[config.mk]
export PLATFORM = sky130hd
export DESIGN_NAME = io_perm_gate
export DESIGN_NICKNAME = d
export VERILOG_FILES = /design/src/rtl/io_perm_pkg.sv /design/src/rtl/io_perm_decide.sv /design/src/rtl/io_perm_walker.sv /design/src/rtl/io_perm_gate.sv
export SDC_FILE = /design/constraint.sdc
export NUM_CORES = 1
export LEC_CHECK = 0
export BUFFER_PORTS_ARGS = -buffer_cell sky130_fd_sc_hd__clkbuf_2
export CAP_MARGIN = 15
export CORE_MARGIN = 2
export CORE_UTILIZATION = 25
export CTS_BUF_LIST = sky130_fd_sc_hd__clkbuf_4 sky130_fd_sc_hd__clkbuf_8
export CTS_CLUSTER_DIAMETER = 80
export DETAILED_ROUTE_END_ITERATION = 7
export GPL_TIMING_DRIVEN = 0
export HOLD_SLACK_MARGIN = 0.08
export PLACE_DENSITY = 0.41
export SLEW_MARGIN = 30
export SYNTH_ARGS = -nofsm -noshare
export SYNTH_HDL_FRONTEND = slang
export SYNTH_HIERARCHICAL = 1
export SYNTH_SLANG_ARGS = --single-unit
export TNS_END_PERCENT = 1
[constraint.sdc]
create_clock -name clk -period 4.3 [get_ports clk]
set_clock_uncertainty 0.2 [all_clocks]
set_input_delay 0.215 -clock clk [delete_from_list [all_inputs] [get_ports clk]]
set_output_delay 0.215 -clock clk [all_outputs]
set_load 0.01 [all_outputs]
[src/rtl/io_perm_pkg.sv]
package io_perm_pkg;

  typedef enum logic [1:0] {
    KIND_PORT  = 2'd0,
    KIND_IFLAG = 2'd1,
    KIND_POPF  = 2'd2,
    KIND_RSVD  = 2'd3
  } io_kind_e;

  localparam logic [7:0] GP_VECTOR = 8'd13;

  // width code -> byte count
  function automatic logic [3:0] size_to_bytes(input logic [1:0] code);
    case (code)
      2'd0:    return 4'd1;
      2'd1:    return 4'd2;
      default: return 4'd4;
    endcase
  endfunction

  // bits covered by an access, across two adjacent bitmap bytes
  function automatic logic [15:0] span_mask(input logic [2:0] bit_off,
                                            input logic [3:0] nbytes);
    logic [15:0] m;
    m = (16'd1 << nbytes) - 16'd1;
    return m << bit_off;
  endfunction

endpackage

[src/rtl/io_perm_decide.sv]
module io_perm_decide
  import io_perm_pkg::*;
#(
  parameter int PORT_W = 16,
  parameter int OFF_W  = 16,
  parameter int ADDR_W = 32
) (
  input  logic [1:0]        kind,
  input  logic [1:0]        cpl,
  input  logic [1:0]        iopl,
  input  logic [PORT_W-1:0] port,
  input  logic [1:0]        size,
  input  logic [OFF_W-1:0]  base,
  input  logic [ADDR_W-1:0] limit,
  output logic              need_walk,
  output logic              fast_allow,
  output logic              wr_iopl,
  output logic              wr_if,
  output logic [ADDR_W-1:0] first_addr,
  output logic [ADDR_W-1:0] second_addr,
  output logic              spans,
  output logic              second_ok,
  output logic [15:0]       mask
);
  localparam int IDX_W = PORT_W - 3;

  logic privileged, is_popf, is_port, bm_present, first_ok;

  assign privileged  = (cpl <= iopl);
  assign is_popf     = (kind == KIND_POPF);
  assign is_port     = (kind == KIND_PORT);
  assign bm_present  = (ADDR_W'(base) < limit);
  assign first_addr  = ADDR_W'(base) + ADDR_W'(port[PORT_W-1:3]);
  assign second_addr = first_addr + ADDR_W'(1);
  assign first_ok    = (first_addr <= limit);
  assign second_ok   = (second_addr <= limit);
  assign mask        = span_mask(port[2:0], size_to_bytes(size));
  assign spans       = |mask[15:8];

  assign need_walk  = is_port && !privileged && bm_present && first_ok;
  assign fast_allow = is_popf || privileged;
  assign wr_iopl    = is_popf && (cpl == 2'd0);
  assign wr_if      = is_popf && privileged;

  localparam int UNUSED_IDX = IDX_W;
endmodule

[src/rtl/io_perm_walker.sv]
module io_perm_walker #(
  parameter int ADDR_W = 32
) (
  input  logic              clk,
  input  logic              rst_n,
  input  logic              start,
  input  logic [ADDR_W-1:0] first_addr,
  input  logic [ADDR_W-1:0] second_addr,
  input  logic              spans,
  input  logic              second_ok,
  input  logic [15:0]       mask,
  output logic              mem_rd_en,
  output logic [ADDR_W-1:0] mem_rd_addr,
  input  logic              mem_rd_valid,
  input  logic [7:0]        mem_rd_data,
  output logic              busy,
  output logic              done,
  output logic              done_deny,
  output logic              last_byte_evt
);
  typedef enum logic [2:0] {
    W_IDLE, W_ISSUE0, W_WAIT0, W_ISSUE1, W_WAIT1, W_RESP
  } wstate_e;

  wstate_e           state_q;
  logic [ADDR_W-1:0] addr_q, addr1_q;
  logic [7:0]        mask_lo_q, mask_hi_q;
  logic              two_q, ok2_q, deny_q;
  logic              hit_lo, hit_hi;

  assign hit_lo = |(mem_rd_data & mask_lo_q);
  assign hit_hi = |(mem_rd_data & mask_hi_q);

  always_ff @(posedge clk) begin
    if (!rst_n) begin
      state_q   <= W_IDLE;
      addr_q    <= '0;
      addr1_q   <= '0;
      mask_lo_q <= '0;
      mask_hi_q <= '0;
      two_q     <= 1'b0;
      ok2_q     <= 1'b0;
      deny_q    <= 1'b0;
    end else begin
      case (state_q)
        W_IDLE: if (start) begin
          addr_q    <= first_addr;
          addr1_q   <= second_addr;
          mask_lo_q <= mask[7:0];
          mask_hi_q <= mask[15:8];
          two_q     <= spans;
          ok2_q     <= second_ok;
          deny_q    <= 1'b0;
          state_q   <= W_ISSUE0;
        end
        W_ISSUE0: state_q <= W_WAIT0;
        W_WAIT0: if (mem_rd_valid) begin
          if (two_q && ok2_q) begin
            deny_q  <= hit_lo;
            addr_q  <= addr1_q;
            state_q <= W_ISSUE1;
          end else begin
            deny_q  <= hit_lo || two_q;
            state_q <= W_RESP;
          end
        end
        W_ISSUE1: state_q <= W_WAIT1;
        W_WAIT1: if (mem_rd_valid) begin
          deny_q  <= deny_q || hit_hi;
          state_q <= W_RESP;
        end
        default: state_q <= W_IDLE;
      endcase
    end
  end

  assign mem_rd_en     = (state_q == W_ISSUE0) || (state_q == W_ISSUE1);
  assign mem_rd_addr   = addr_q;
  assign busy          = (state_q != W_IDLE);
  assign done          = (state_q == W_RESP);
  assign done_deny     = deny_q;
  assign last_byte_evt = mem_rd_valid &&
                         ((state_q == W_WAIT1) ||
                          ((state_q == W_WAIT0) && !(two_q && ok2_q)));

  // every read strobe lasts a single cycle
  assert_rd_pulse_R10: assert property (@(posedge clk) disable iff (!rst_n)
    mem_rd_en |=> !mem_rd_en);

  // verdict one cycle after the final byte returns
  assert_resp_after_last_R8: assert property (@(posedge clk) disable iff (!rst_n)
    last_byte_evt |=> done);

  // busy holds through the response cycle
  assert_busy_until_done_R8: assert property (@(posedge clk) disable iff (!rst_n)
    (busy && !done) |=> busy);
endmodule

[src/rtl/io_perm_gate.sv]
module io_perm_gate
  import io_perm_pkg::*;
#(
  parameter int PORT_W = 16,
  parameter int OFF_W  = 16,
  parameter int ADDR_W = 32
) (
  input  logic              clk,
  input  logic              rst_n,
  input  logic              req_valid,
  input  logic [1:0]        req_kind,
  input  logic [1:0]        req_cpl,
  input  logic [1:0]        req_iopl,
  input  logic [PORT_W-1:0] req_port,
  input  logic [1:0]        req_size,
  input  logic [OFF_W-1:0]  bm_base,
  input  logic [ADDR_W-1:0] tss_limit,
  output logic              mem_rd_en,
  output logic [ADDR_W-1:0] mem_rd_addr,
  input  logic              mem_rd_valid,
  input  logic [7:0]        mem_rd_data,
  output logic              busy,
  output logic              rsp_valid,
  output logic              rsp_allow,
  output logic              rsp_fault,
  output logic [7:0]        rsp_vector,
  output logic              rsp_wr_iopl,
  output logic              rsp_wr_if
);
  logic              need_walk, fast_allow, d_wr_iopl, d_wr_if;
  logic [ADDR_W-1:0] first_addr, second_addr;
  logic              spans, second_ok;
  logic [15:0]       mask;
  logic              accept, fast_rsp, start;
  logic              done, done_deny, last_byte_evt;

  io_perm_decide #(.PORT_W(PORT_W), .OFF_W(OFF_W), .ADDR_W(ADDR_W)) u_decide (
    .kind(req_kind), .cpl(req_cpl), .iopl(req_iopl), .port(req_port),
    .size(req_size), .base(bm_base), .limit(tss_limit),
    .need_walk(need_walk), .fast_allow(fast_allow),
    .wr_iopl(d_wr_iopl), .wr_if(d_wr_if),
    .first_addr(first_addr), .second_addr(second_addr),
    .spans(spans), .second_ok(second_ok), .mask(mask)
  );

  assign accept   = req_valid && !busy;
  assign start    = accept && need_walk;
  assign fast_rsp = accept && !need_walk;

  io_perm_walker #(.ADDR_W(ADDR_W)) u_walker (
    .clk(clk), .rst_n(rst_n), .start(start),
    .first_addr(first_addr), .second_addr(second_addr),
    .spans(spans), .second_ok(second_ok), .mask(mask),
    .mem_rd_en(mem_rd_en), .mem_rd_addr(mem_rd_addr),
    .mem_rd_valid(mem_rd_valid), .mem_rd_data(mem_rd_data),
    .busy(busy), .done(done), .done_deny(done_deny),
    .last_byte_evt(last_byte_evt)
  );

  assign rsp_valid   = fast_rsp || done;
  assign rsp_allow   = done ? !done_deny : (fast_rsp && fast_allow);
  assign rsp_fault   = rsp_valid && !rsp_allow;
  assign rsp_vector  = rsp_fault ? GP_VECTOR : 8'd0;
  assign rsp_wr_iopl = fast_rsp && d_wr_iopl;
  assign rsp_wr_if   = fast_rsp && d_wr_if;

  // privileged port I/O and flag instructions pass at once
  assert_priv_pass_R1: assert property (@(posedge clk) disable iff (!rst_n)
    (req_valid && !busy && req_kind != KIND_POPF && req_cpl <= req_iopl)
      |-> (rsp_valid && rsp_allow));

  // unprivileged flag set/clear faults at once
  assert_iflag_fault_R2: assert property (@(posedge clk) disable iff (!rst_n)
    (req_valid && !busy && req_kind == KIND_IFLAG && req_cpl > req_iopl)
      |-> (rsp_valid && rsp_fault && rsp_vector == 8'd13));

  // absent bitmap faults without any read
  assert_no_bitmap_R4: assert property (@(posedge clk) disable iff (!rst_n)
    (req_valid && !busy && req_kind == KIND_PORT && req_cpl > req_iopl &&
     ADDR_W'(bm_base) >= tss_limit) |=> !mem_rd_en);

  // flags pop never faults
  assert_popf_no_fault_R7: assert property (@(posedge clk) disable iff (!rst_n)
    (req_valid && !busy && req_kind == KIND_POPF) |-> (rsp_valid && !rsp_fault));

  // a busy block does not answer a fresh request on the spot
  assert_busy_ignores_R8: assert property (@(posedge clk) disable iff (!rst_n)
    (busy && !done) |-> !rsp_valid);

  // quiet outputs right after reset
  assert_reset_quiet_R9: assert property (@(posedge clk)
    !rst_n |=> (!busy && !mem_rd_en));
endmodule

==> impl_metrics.yaml <==
timing:
  layout_min_cycle_time_ps: 4560
  slew_viol_final: 0
  setup_slack_ps: -259
  hold_viol: 0
  whs_ps: 88.7
  worst-slew-pin-transition_ps: 777
  setup_violations: 75
  post-route-period-util_pct: 106
  rsz0062_at_grt: "yes"
  slew_headroom_pct: 47.7
  fmax_ghz: 0.219
worst_hold_path:
  hold_class: "in -> reg"
die:
  die_h_um: 172
  core_area_um2: 27700
  die_w_um: 172
  start_util_pct: 25.3
  dieArea_um2: 29400
  rows: 61
  pin_count: 131
outcome:
  violations: "negative setup slack"
  status: "finished with violations"
critical_path:
  cp-end-kind: "primary output"
  worstPathRequired_ps: 3880
  cp_data_arrival_time_ps: 4140
  startpoint_type: "input pin"
  critPathMaxFanout: 4
  path_class: "in -> out"
drt:
  dr.pass1.iters: 4
  drc: 0
  vias: 6146
  antenna_left: 0
  wirelength_um: 20200
  via_per_inst: 4.33
  drt_iter0_markers: 261
  drt-wirelength-per-cell_um: 14.2
finish:
  n_antenna_cell: 0
  final_util_pct: 33.1
  syn_to_final_growth_pct: 30.7
  nNetsFinal: 1191
  drive_above_1_share_pct: 30.4
  final_area_um2: 9170
grt:
  grt_pass1_wl_um: 32600
  grt_max_degree: 17
  grt_pass1_vias: 6112
  antenna_found_initial: 0
  overflow: 0
  track_usage_pct: 14.1
clock_tree:
  clkSinkCount: 86
  root_buffer: "clkbuf_8"
  numCtsBuffers: 9
  cts_max_level: 3
  ctsLongestPathBuffers: 2
  clock_latency_ps: 370
  cts_tree: "built"
  path_clk_slew_ps: 100
power:
  clkPwrFrac_pct: 28.6
  p_sw_uw: 791
  p_seq_share_pct: 35.7
  p_int_mw: 1.54
  power.density_nw_per_um2: 255
  p_sw_share_pct: 33.9
  p_leak_nw: 4.38
  power_mw: 2.33
  p_comb_share_pct: 35.6
  irDropWorstVdd_mv: 0.142
placement:
  place_area_um2: 8330
  gp_congestion: 0.769
  portBuffers: 122
  dp_hpwl_um: 16300
  place_worst_setup_slack_ps: -1490
synth:
  syn-cell-area_um2: 7020
  synth_cells: 834
  yosys_warnings: 6
  syn_avg_cell_area_um2: 8.41
run:
  drv_cap: 0
[worst max-delay path, stage by stage]
cell and delay [ps]:
clkbuf_2 100, ha_4 160, inv_2 50, fa_2 230
nor2b_4 50, o2111a_2 300, o31ai_4 300, a21oi_4 130
or3_1 360, and2_4 180, ha_4 260, nand4_1 210
buf_4 220, a31oi_4 190, a2111oi_2 50, o211ai_1 320
nor3_4 100, nor3b_4 270, a22o_1 230, buf_4 130
buf_6 90
[metal layers]
metal  global-route usage (%)  vias up  share of wire, %
met5                        0        -                 0
met2                     23.5       98                46
met3                     2.19       19               3.3
li1                         -     3272                 -
met4                     2.95        0               1.4
met1                     19.2     2757                49
[worst paths after layout]
kind | startpoint | end | slack (ps) | cells after the start
worst min-delay path | bm_base[0] | u_walker/addr1_q[0] | 90 | 5
worst max register to register | u_walker/state_q[1] | u_walker/mem_rd_addr[5] | 1630 | 10
worst min register to register | u_walker/addr1_q[10] | u_walker/addr1_q[10] | 260 | 2
worst max-delay path | req_port[3] | rsp_vector[0] | -260 | 21
[state kept, by name, indices dropped and copies added (netlist names)]
name,flops
u_walker/addr1_q,32
u_walker/mem_rd_addr,32
u_walker/mask_hi_q,8
u_walker/mask_lo_q,8
u_walker/state_q,3
u_walker/done_deny,1
u_walker/ok2_q,1
u_walker/two_q,1
[per-stage QoR]
step	TNS, ps	instances
finish	-12300	1419
global route	-27030	1419
CTS	-10260	1409
detailed placement	-100340	1369
global placement	-105020	1369
floorplan	-1210	869
[final cells by class]
class	count	area (µm²)
fill	2957	18500
sequential	86	1720
tap	378	473
clock inverter	7	105
inverter	47	176
timing repair buffer	158	965
clock buffer	9	124
multi-input combinational	657	5000
buffer	77	601
[placed cells by master, fill, tap and decap left out, drive strengths merged, types with 13 or more instances in the layout]
| cell type | instances |
|---|---|
| nor3 | 18 |
| nor2 | 23 |
| dfxtp | 86 |
| nand4 | 14 |
| nand2 | 152 |
| o21ai | 18 |
| a21oi | 24 |
| xnor2 | 23 |
| mux2i | 40 |
| a21boi | 50 |
| clkbuf | 142 |
| and2 | 15 |
| a21o | 24 |
| conb | 37 |
| inv | 50 |
| nor2b | 13 |
| ha | 70 |
| buf | 99 |
| o211a | 32 |
[power groups by stage]
| stage | registers, mW | clock network (mW) | logic [mW] |
|---|---|---|---|
| 6_report | 0.834 | 0.669 | 0.832 |
| 2_1_floorplan | 0.855 | 0 | 0.548 |
| 4_1_cts | 0.834 | 0.700 | 0.812 |
| 5_1_grt | 0.837 | 0.728 | 0.938 |
| 3_3_place_gp | 0.852 | 0 | 0.767 |
| 3_5_place_dp | 0.852 | 0 | 0.764 |
[what timing repair did]
action                                  in CTS  in global routing
hold endpoints to repair                     1                  0
buffers inserted                            23                  9
gates cloned                                 0                  1
endpoints found under the setup margin      92                 92
pin swaps                                   21                 22
gates resized for setup                     50                 38
hold buffers                                 3                  0
Note: power is estimated with default switching activity, not from simulation.
